**config.mk**
```make
export PLATFORM = sky130hd
export DESIGN_NAME = paired_evt_counter
export DESIGN_NICKNAME = d
export VERILOG_FILES = /design/src/rtl/paired_cnt_pkg.sv /design/src/rtl/pc_src_sel.sv /design/src/rtl/pc_local_bank.sv /design/src/rtl/pc_global_bank.sv /design/src/rtl/paired_evt_counter.sv
export SDC_FILE = /design/constraint.sdc
export NUM_CORES = 2
export LEC_CHECK = 0
export BUFFER_PORTS_ARGS = -buffer_cell sky130_fd_sc_hd__buf_2
export CAP_MARGIN = 20
export CORE_ASPECT_RATIO = 0.7
export CORE_MARGIN = 1.5
export CORE_UTILIZATION = 45
export DETAILED_ROUTE_END_ITERATION = 6
export SLEW_MARGIN = 10
export SYNTH_ARGS = -nofsm -noshare
export SYNTH_HDL_FRONTEND = slang
export SYNTH_SLANG_ARGS = --single-unit
```
**constraint.sdc**
```tcl
create_clock -name clk -period 9.7 [get_ports clk]
set_input_delay 1.455 -clock clk [delete_from_list [all_inputs] [get_ports clk]]
set_output_delay 1.455 -clock clk [all_outputs]
set_load 0.01 [all_outputs]
```
**src/rtl/paired_cnt_pkg.sv**
```systemverilog
package paired_cnt_pkg;
    localparam int NLOC   = 4;
    localparam int NGLB   = 8;
    localparam int LW     = 16;
    localparam int GW     = 32;
    localparam int RW     = 64;
    localparam int SELW   = 8;
    localparam int PAIRW  = 4;
    localparam int NPORT  = 2;
    localparam int NSUB   = 4;
    localparam int NDEV   = NPORT * NSUB * NLOC;
    localparam int ADDR_W = 4;
    localparam int CMBW   = 3;

    localparam logic [ADDR_W-1:0] A_CFG = 4'd0;
    localparam logic [ADDR_W-1:0] A_MON = 4'd1;
    localparam logic [ADDR_W-1:0] A_CTL = 4'd2;
    localparam logic [ADDR_W-1:0] A_OVF = 4'd3;
    localparam logic [ADDR_W-1:0] A_EVS = 4'd4;
    localparam logic [ADDR_W-1:0] A_LOC = 4'd5;
    localparam logic [ADDR_W-1:0] A_GLB = 4'd8;
    localparam logic [ADDR_W-1:0] A_WIN = 4'd12;

    // configuration field positions
    localparam int CF_PAIR_EN = 4;
    localparam int CF_PSEL    = 16;
    localparam int CF_INSEL   = 32;
endpackage

```
**src/rtl/pc_src_sel.sv**
```systemverilog
module pc_src_sel
    import paired_cnt_pkg::*;
(
    input  logic [NLOC-1:0][SELW-1:0] sel,
    input  logic [NLOC-1:0]           xp_evt,
    input  logic [NDEV-1:0]           dev_evt,
    output logic [NLOC-1:0]           ev
);
    for (genvar g = 0; g < NLOC; g++) begin : g_sel
        always_comb begin
            ev[g] = 1'b0;
            // own event: upper nibble 0, bits [3:2] = 01
            if (sel[g][7:4] == 4'd0 && sel[g][3:2] == 2'b01)
                ev[g] = xp_evt[sel[g][1:0]];
            // device output: upper nibble = port + 1
            else if (sel[g][7:4] == 4'd1 || sel[g][7:4] == 4'd2)
                ev[g] = dev_evt[{sel[g][5], sel[g][3:0]}];
        end
    end
endmodule

```
**src/rtl/pc_local_bank.sv**
```systemverilog
module pc_local_bank #(
    parameter int N = 4,
    parameter int W = 16
) (
    input  logic                clk,
    input  logic                rst_n,
    input  logic                count_on,
    input  logic [N-1:0]        ev,
    input  logic [N-1:0]        chain_up,
    input  logic [N-1:0]        we,
    input  logic [N-1:0][W-1:0] wval,
    output logic [N-1:0][W-1:0] cnt,
    output logic [N-1:0]        wrap
);
    typedef struct packed {
        logic [N-1:0][W-1:0] cnt;
    } st_t;

    st_t st_d, st_q;

    always_comb begin
        logic inc;
        logic prev;
        st_d = st_q;
        wrap = '0;
        prev = 1'b0;
        for (int i = 0; i < N; i++) begin
            inc     = count_on & (chain_up[i] ? prev : ev[i]);
            wrap[i] = inc & ~we[i] & (&st_q.cnt[i]);
            prev    = wrap[i];
            st_d.cnt[i] = we[i] ? wval[i] : st_q.cnt[i] + W'(inc);
        end
    end

    always_ff @(posedge clk) begin
        if (!rst_n) st_q <= '0;
        else        st_q <= st_d;
    end

    assign cnt = st_q.cnt;

    AST_LOC_HOLD: assert property (@(posedge clk) disable iff (!rst_n)
        (!count_on && we == '0) |=> $stable(st_q.cnt));
endmodule

```
**src/rtl/pc_global_bank.sv**
```systemverilog
module pc_global_bank #(
    parameter int NL = 4,
    parameter int NG = 8,
    parameter int W  = 32,
    parameter int PW = 4
) (
    input  logic                  clk,
    input  logic                  rst_n,
    input  logic [NL-1:0]         carry,
    input  logic [NL-1:0][PW-1:0] pair_sel,
    input  logic [NG-1:0]         we,
    input  logic [NG-1:0][W-1:0]  wval,
    input  logic [NG-1:0]         w1c,
    output logic [NG-1:0][W-1:0]  cnt,
    output logic [NG-1:0]         ovf
);
    localparam int IW = $clog2(NL + 1);

    typedef struct packed {
        logic [NG-1:0][W-1:0] cnt;
        logic [NG-1:0]        ovf;
    } st_t;

    st_t st_d, st_q;

    always_comb begin
        logic [IW-1:0] inc;
        logic [W:0]    sum;
        logic          set;
        st_d = st_q;
        for (int k = 0; k < NG; k++) begin
            inc = '0;
            for (int i = 0; i < NL; i++)
                if (carry[i] && pair_sel[i] == PW'(k)) inc = inc + IW'(1);
            sum = {1'b0, st_q.cnt[k]} + (W+1)'(inc);
            set = sum[W] & ~we[k];
            st_d.cnt[k] = we[k] ? wval[k] : sum[W-1:0];
            st_d.ovf[k] = (st_q.ovf[k] & ~w1c[k]) | set;
        end
    end

    always_ff @(posedge clk) begin
        if (!rst_n) st_q <= '0;
        else        st_q <= st_d;
    end

    assign cnt = st_q.cnt;
    assign ovf = st_q.ovf;

    AST_GLB_HOLD: assert property (@(posedge clk) disable iff (!rst_n)
        (we == '0 && carry == '0) |=> $stable(st_q.cnt));

    AST_OVF_STICKY: assert property (@(posedge clk) disable iff (!rst_n)
        ((st_q.ovf & ~w1c) != '0)
        |=> ((st_q.ovf & $past(st_q.ovf & ~w1c)) == $past(st_q.ovf & ~w1c)));
endmodule

```
**src/rtl/paired_evt_counter.sv**
```systemverilog
module paired_evt_counter
    import paired_cnt_pkg::*;
(
    input  logic              clk,
    input  logic              rst_n,
    input  logic              reg_we,
    input  logic [ADDR_W-1:0] reg_addr,
    input  logic [RW-1:0]     reg_wdata,
    output logic [RW-1:0]     reg_rdata,
    input  logic [NLOC-1:0]   xp_evt,
    input  logic [NDEV-1:0]   dev_evt,
    output logic [NLOC*SELW-1:0] node_evsel,
    output logic              irq
);
    typedef struct packed {
        logic [RW-1:0]        cfg;
        logic                 mon;
        logic                 run;
        logic                 irqen;
        logic [3:0]           grp;
        logic [NLOC*SELW-1:0] evs;
    } regs_t;

    regs_t r_d, r_q;

    logic [NLOC-1:0][PAIRW-1:0] psel;
    logic [NLOC-1:0][SELW-1:0]  insel;
    logic [NLOC-1:0]            pair_en, ev, wrap, chain_up, loc_we, win_we;
    logic [NLOC-1:0][LW-1:0]    loc_wval, loc_cnt;
    logic [NGLB-1:0]            g_we, w1c, ovf;
    logic [NGLB-1:0][GW-1:0]    g_wval, glb_cnt;
    logic [CMBW-1:0]            combine;
    logic                       count_on;

    always_comb begin
        for (int n = 0; n < NLOC; n++) begin
            psel[n]    = r_q.cfg[CF_PSEL + PAIRW*n +: PAIRW];
            insel[n]   = r_q.cfg[CF_INSEL + SELW*n +: SELW];
            pair_en[n] = r_q.cfg[CF_PAIR_EN + n];
        end
    end

    assign combine  = r_q.cfg[CMBW:1];
    assign count_on = r_q.cfg[0] & r_q.mon & r_q.run;
    assign chain_up = {combine[1] | combine[2], combine[2], combine[0] | combine[2], 1'b0};

    // register next state
    always_comb begin
        r_d = r_q;
        if (reg_we && reg_addr == A_CFG) r_d.cfg = reg_wdata;
        if (reg_we && reg_addr == A_MON) r_d.mon = reg_wdata[0];
        if (reg_we && reg_addr == A_CTL) begin
            r_d.run   = reg_wdata[0];
            r_d.irqen = reg_wdata[1];
            r_d.grp   = reg_wdata[11:8];
        end
        if (reg_we && reg_addr == A_EVS) r_d.evs = reg_wdata[NLOC*SELW-1:0];
        r_d.mon = r_d.mon & (|r_d.cfg[CF_PAIR_EN +: NLOC]);
    end

    always_ff @(posedge clk) begin
        if (!rst_n) r_q <= '0;
        else        r_q <= r_d;
    end

    // counter write steering
    always_comb begin
        g_we   = '0;
        g_wval = '0;
        for (int n = 0; n < NLOC; n++) begin
            win_we[n]   = reg_we && reg_addr == A_WIN + ADDR_W'(n);
            loc_we[n]   = (reg_we && reg_addr == A_LOC) || win_we[n];
            loc_wval[n] = (reg_addr == A_LOC) ? reg_wdata[LW*n +: LW] : reg_wdata[LW-1:0];
        end
        for (int k = 0; k < NGLB; k++) begin
            if (reg_we && reg_addr == A_GLB + ADDR_W'(k / 2)) begin
                g_we[k]   = 1'b1;
                g_wval[k] = reg_wdata[GW*(k % 2) +: GW];
            end
        end
        for (int n = 0; n < NLOC; n++) begin
            if (win_we[n] && !psel[n][PAIRW-1]) begin
                g_we[psel[n][2:0]]   = 1'b1;
                g_wval[psel[n][2:0]] = reg_wdata[LW +: GW];
            end
        end
        w1c = (reg_we && reg_addr == A_OVF) ? reg_wdata[NGLB-1:0] : '0;
    end

    pc_src_sel u_src (
        .sel     (insel),
        .xp_evt  (xp_evt),
        .dev_evt (dev_evt),
        .ev      (ev)
    );

    pc_local_bank #(.N(NLOC), .W(LW)) u_loc (
        .clk      (clk),
        .rst_n    (rst_n),
        .count_on (count_on),
        .ev       (ev),
        .chain_up (chain_up),
        .we       (loc_we),
        .wval     (loc_wval),
        .cnt      (loc_cnt),
        .wrap     (wrap)
    );

    pc_global_bank #(.NL(NLOC), .NG(NGLB), .W(GW), .PW(PAIRW)) u_glb (
        .clk      (clk),
        .rst_n    (rst_n),
        .carry    (wrap & pair_en),
        .pair_sel (psel),
        .we       (g_we),
        .wval     (g_wval),
        .w1c      (w1c),
        .cnt      (glb_cnt),
        .ovf      (ovf)
    );

    // read mux
    always_comb begin
        logic [PAIRW-1:0] ws;
        logic [GW-1:0]    wg;
        reg_rdata = '0;
        ws = psel[reg_addr[1:0]];
        wg = ws[PAIRW-1] ? '0 : glb_cnt[ws[2:0]];
        case (reg_addr[3:2])
            2'd2: reg_rdata = {glb_cnt[{reg_addr[1:0], 1'b1}], glb_cnt[{reg_addr[1:0], 1'b0}]};
            2'd3: reg_rdata = {{(RW-GW-LW){1'b0}}, wg, loc_cnt[reg_addr[1:0]]};
            default: begin
                case (reg_addr)
                    A_CFG: reg_rdata = r_q.cfg;
                    A_MON: reg_rdata = {{(RW-1){1'b0}}, r_q.mon};
                    A_CTL: reg_rdata = {{(RW-12){1'b0}}, r_q.grp, 6'd0, r_q.irqen, r_q.run};
                    A_OVF: reg_rdata = {{(RW-NGLB){1'b0}}, ovf};
                    A_EVS: reg_rdata = {{(RW-NLOC*SELW){1'b0}}, r_q.evs};
                    A_LOC: reg_rdata = loc_cnt;
                    default: reg_rdata = '0;
                endcase
            end
        endcase
    end

    assign node_evsel = r_q.evs;
    assign irq        = (|ovf) & r_q.irqen;

    AST_MON_OFF: assert property (@(posedge clk) disable iff (!rst_n)
        (r_q.cfg[CF_PAIR_EN +: NLOC] == '0) |-> !r_q.mon);

    AST_IRQ_LOW: assert property (@(posedge clk) disable iff (!rst_n)
        (ovf == '0) |-> !irq);
endmodule

```
* After elaboration in Yosys (flattened, before gate mapping)
Index checks and enable logic that the tools add are counted.
Widths: inputs -> output; s select.
** Operators by class
- $add $sub $neg :: 36
- Order comparisons :: 20
- Equality and inequality tests :: 55
- Mux-type cells :: 130
- Bitwise operators :: 67
- Reductions and logical operators :: 85
** Operators by type and width (number)
- $bwmux 256 :: 4
- $mux 256 :: 4
- $mux 32 :: 24
- $demux 32 s3 :: 4
- $pmux 64 s6 :: 1
- $add 32x3->33 :: 8
- $bmux 32 s2 :: 2
- $mux 16 :: 8
- $pmux 64 s2 :: 1
- $bmux 32 s3 :: 1
- $eq 4x3->1 const B :: 18
- $mux 3 :: 24
- $add 16x1->16 :: 4
- $reduce_and 16->1 :: 4
- $logic_and 1x1->1 :: 58
- $eq 4x2->1 const B :: 14
- $add 3x1->3 const B :: 16
- $mux 8 :: 6
- $eq 4x1->1 const B :: 9
- $logic_not 4->1 :: 9
- $mux 1 :: 36
- $and 1x1->1 :: 32
- $bmux 16 s2 :: 1
- $eq 4x4->1 const B :: 8
- 20 further kinds :: 97
** Storage, ports and cells
- Register bits after elaboration :: 431
- Output and inout port bits :: 97
- Word-level logic and storage cells :: 413

* Logic depth before layout (Yosys ltp)
- Depth in word-level cells :: 31
- Gate-level depth with buffers :: 27
- Gate-level depth less buffers :: 26

* Modules after synthesis
Synthesis repeated with hierarchy kept, for this count alone.
** Second synthesis, totals
- Cell total of the unflattened synthesis :: 4261
- Area, all modules :: 34689.5 µm²
** Modules (own cells, without submodules)
- pc_global_bank :: times used 1, cells each 1954, area an instance 15777.6 µm², sequential area each 5285.1 µm²
- paired_evt_counter :: times used 1, cells each 1728, area an instance 13883.3 µm², sequential area each 2062.0 µm²
- pc_local_bank :: times used 1, cells each 431, area an instance 3568.4 µm², sequential area each 1281.2 µm²
- pc_src_sel :: times used 1, cells each 148, area an instance 1460.2 µm², sequential area each 0.0 µm²

* Least setup slack after synthesis
No wires, ideal clock.
- Kind :: input-to-reg
- Start point :: input reg_addr[1]
- End point :: register u_glb.st_q, in the netlist u_glb.cnt[158]
- Setup time :: 0.092 ns
- Data arrival time :: 6.707 ns
- Slack :: 2.901 ns
- Cell stages on the path :: 24
- Cells stage by stage :: clkbuf_1 -> and3b_1 -> a2111oi_0 -> nand3b_1 -> or2_1 -> nand2_1 -> nor2_1 -> a2111oi_0 -> nand2_1 -> nor3_1 -> ha_1 -> xor2_1 -> ha_1 -> mux2i_1 -> fa_1 -> nand2b_1 -> a21oi_1 -> nor2b_1 -> nand3_1 -> or2_2 -> nor3_1 -> xor2_1 -> nor2_1 -> o32ai_1
** Between the ends
- Longest elaborated chain between the ends :: 23
- Elaborated cells on any way between the ends :: 70
- Classes of those cells :: add/sub: 4; eq/ne: 6; mux: 22; bitwise: 20; reduce/logical: 18
** RTL lines
- start, declared :: line paired_evt_counter.sv:7 : input logic [ADDR_W-1:0] reg_addr,
- parallel branches: the longest is 22 deep, another holds $eq 4x3->1
- $mux 32 (*) :: line pc_global_bank.sv:37 : st_d.cnt[k] = we[k] ? wval[k] : sum[W-1:0];
- end signal, assigned :: line pc_global_bank.sv:44 : else st_q <= st_d;
- end, declared :: line pc_global_bank.sv:24 : st_t st_d, st_q;
Every way passes the cells marked *.
A chain may end at the register's enable or synchronous reset.

* Worst setup path in the final report
- Start point :: input reg_addr[2]
- End point :: register u_glb.st_q, in the netlist u_glb.cnt[158]
Same word-level chain as after synthesis.

==> impl_results.md <==
* Rel. slew slack at 15.02%
* Clock Root Buffer: clkbuf_16
* Share of layout cells above drive strength 1 at 14.58%
* Count of buffers from port buffering at 203
* Nets at 4067
* Starting density of the core at 45.49%
* YS warnings at 0
* Leak pwr at 12.38 nW
* Mapped Area at 32580 µm²
* Most frequent cells in the layout: 559 x nand2_1, 431 x dfxtp_1, 250 x nor2_1
* CTS Buf Count at 48
* Post-synthesis adder-cell area fraction at 2.642%
* Peak supply drop at 100.4 µV
* Final setup fails at 0
* Failing checks: design-rule violations
* Row cnt at 82
* First-pass GRT wire length at 221.8 mm
* Highest attainable clock frequency at 129.9 MHz
* Core area at 71610 µm²
* GRT met3 Usage at 17.64%
* Largest family of logic cells by synthesized area: simple AND/OR/NAND/NOR gates
* Vias/cell at 6.736
* Max FO, Critical Path at 32
* Syn_area_per_cell at 8.265 µm²
* Drt first pass iters at 7
* GRT Total Usage at 41.25%
* Gr busiest metal: met1
* WL/cell at 32.36 µm
* Pwr/cell area at 125.7 nW/µm²
* Post-CTS Hold Buffers at 0
* Final Max Tran Viols at 0
* Area delta synth->final at 9.359%
* Period utilisation layout at 79.36%
* Register area share after synthesis at 26.48%
* Clock latency on the worst-skew pair at 0.64 ns
* Post-CTS Resized at 0
* Number of setup buffers added after CTS at 0
* Area share of and/or/nand/nor cells after synthesis at 22.15%
* Yosys top cell by area: dfxtp_1
* Max_cap viols at 0
* Compound-gate portion of the synthesized area at 19.25%
* Via count at 33034
* Cells after Synth at 3942
* Max H-tree Level at 2
* Met1 global-route usage at 57.36%
* DR iter-0 viols at 5989
* Largest net degree at the start of global routing at 206
* Post-synth top area share at 26.48%
* Final Critical Period at 7.698 ns
* TNS Setup at 0 ns
* Ys flop type: dfxtp_1
* Clock sinks at 431
* Total grt overflow at 0
* Reg clk slew, reported paths at 0.06 ns
* Clock Tree Buf Depth at 3
* Worst EP arrival at 8.24 ns
* DRC Markers at 40
* Placer Congestion at 1.042
* CP Data Required Time at 10.24 ns
* Worst min path class: register to register
* Status: finished, violations left
* Fraction of registers with async set/reset at 0%
* Antenna violations before repair at 22
* Crit Path Category: input pin to register
* CTS tree: yes
* Post-DRT Antenna Nets at 0
* Top area cells in the synthesized netlist: dfxtp_1 26%, mux4_2 11%, nand2_1 6.5%
* Post-DP HPWL at 115.2 mm
* EDFF count, synth at 0
* RSZ-0062 raised after global routing: false
* Number of global-route vias before repair at 29090
* Post-synth net total at 4113
* Final Hold Fails at 0
* Least-Margin Pin Slew at 1.275 ns
* Yosys cell types at 77
* Total chip power at 4.479 mW
* Xor/xnor share of the synthesized area at 8.614%
* M2 GR Usage at 54.60%
* Mux cell area share after synthesis at 15.31%
* Die Span X at 324.6 µm
* Area of the die at 74050 µm²
* Layout Utilization at 49.75%
* Synth Register Bits at 431
* Most common cell after layout, fill and taps aside: nand2_1
* CP Capture Type: register
* Die span in y at 228.1 µm
* IO Pins at 204
* Post-Route WL at 158.7 mm
* Type of origin of the critical path: input pin
* Fin Clk Skew at 0.03946 ns
-- cells in the mapped netlist (86+ instances only) --
| master | number |
|---|---|
| mux4_2 | 166 |
| a22oi_1 | 171 |
| a21boi_0 | 144 |
| clkbuf_1 | 283 |
| nand2_1 | 560 |
| xnor2_1 | 138 |
| nor2_1 | 256 |
| mux2i_1 | 86 |
| a21oi_1 | 195 |
| and2_1 | 134 |
| xor2_1 | 175 |
| nor2b_1 | 104 |
| nand3_1 | 141 |
| dfxtp_1 | 431 |
| o21ai_0 | 149 |
-- layout make-up --
cell class / instances / area, µm²
clock buffer: 67 / 1394
tap: 966 / 1209
fill: 7044 / 35990
sequential: 431 / 8628
clock inverter: 18 / 291.5
timing repair buffer: 264 / 1530
multi-input combinational: 3069 / 22250
antenna: 7 / 17.52
inverter: 82 / 307.8
-- worst max-delay path, stage by stage --
cell,delay [ns]
buf_2,0.32
and3b_1,0.29
a2111oi_0,0.42
nand3b_1,0.19
nand4b_1,0.37
nand2_1,0.19
nor2_1,0.06
a2111oi_1,0.38
buf_4,0.22
nand2_1,0.12
nor3_1,0.18
ha_1,0.28
xor2_1,0.32
xor2_1,0.23
ha_1,0.20
inv_1,0.05
fa_1,0.42
nand2b_1,0.19
a21oi_1,0.25
nor2b_1,0.47
nand3_1,0.42
or2_2,0.45
nor3_1,0.23
xor2_1,0.17
nor2_1,0.05
o32ai_1,0.28
-- flip-flops by register name (all words and copies together) (netlist names), 4 cells and up --
register	count
psel	16
u_glb.cnt	256
node_evsel	32
pair_en	4
u_glb.ovf	8
insel	32
u_loc.cnt	64
r_q	16
-- path summary, 6_finish.rpt --
check,startpoint,to,slack [ns],depth (start not counted)
setup / recovery,reg_addr[2],u_glb.cnt[158],2.00,26
hold / removal,r_q[54],r_q[54],0.47,2
setup reg to reg,insel[0],u_glb.cnt[158],2.12,25
hold reg to reg,r_q[54],r_q[54],0.47,2
-- kinds of logic (layout without fill, tap and decap cells) --
| group | Yosys count | after routing |
|---|---|---|
| multiplexers | 283 | 283 |
| AO/OA/AOI/OAI | 916 | 916 |
| XOR/XNOR | 317 | 317 |
| other | 0 | 7 |
| AND/OR/NAND/NOR | 1489 | 1489 |
| adder cells (fa/ha/maj) | 64 | 64 |
| flip-flops | 431 | 431 |
| buffers and inverters | 442 | 431 |
-- layer usage --
metal	vias up	routed length [µm]
met1	15879	63100
li1	14174	-
met3	419	26470
met4	20	7716
met2	2542	61260
met5	-	143
-- power by group --
part	internal (mW)	switching (mW)	leakage, nW	total, mW
logic	0.174	0.361	8.06	0.535
registers	1.81	0.0804	3.49	1.89
clock network	1.19	0.865	0.828	2.05
-- through the flow --
step / setup slack [ns] / std cells / instance area, µm² / hold WS (ns)
floorplan: 2.901 / 3942 / 32580 / 0.4430
global placement: 1.566 / 4809 / 33880 / 0.4533
detailed placement: 1.545 / 4811 / 33920 / 0.4620
CTS: 2.142 / 4896 / 35610 / 0.4702
global route: 1.667 / 4897 / 35610 / 0.4948
finish: 2.002 / 4904 / 35630 / 0.4690
Power figures use the tool's default switching activity.
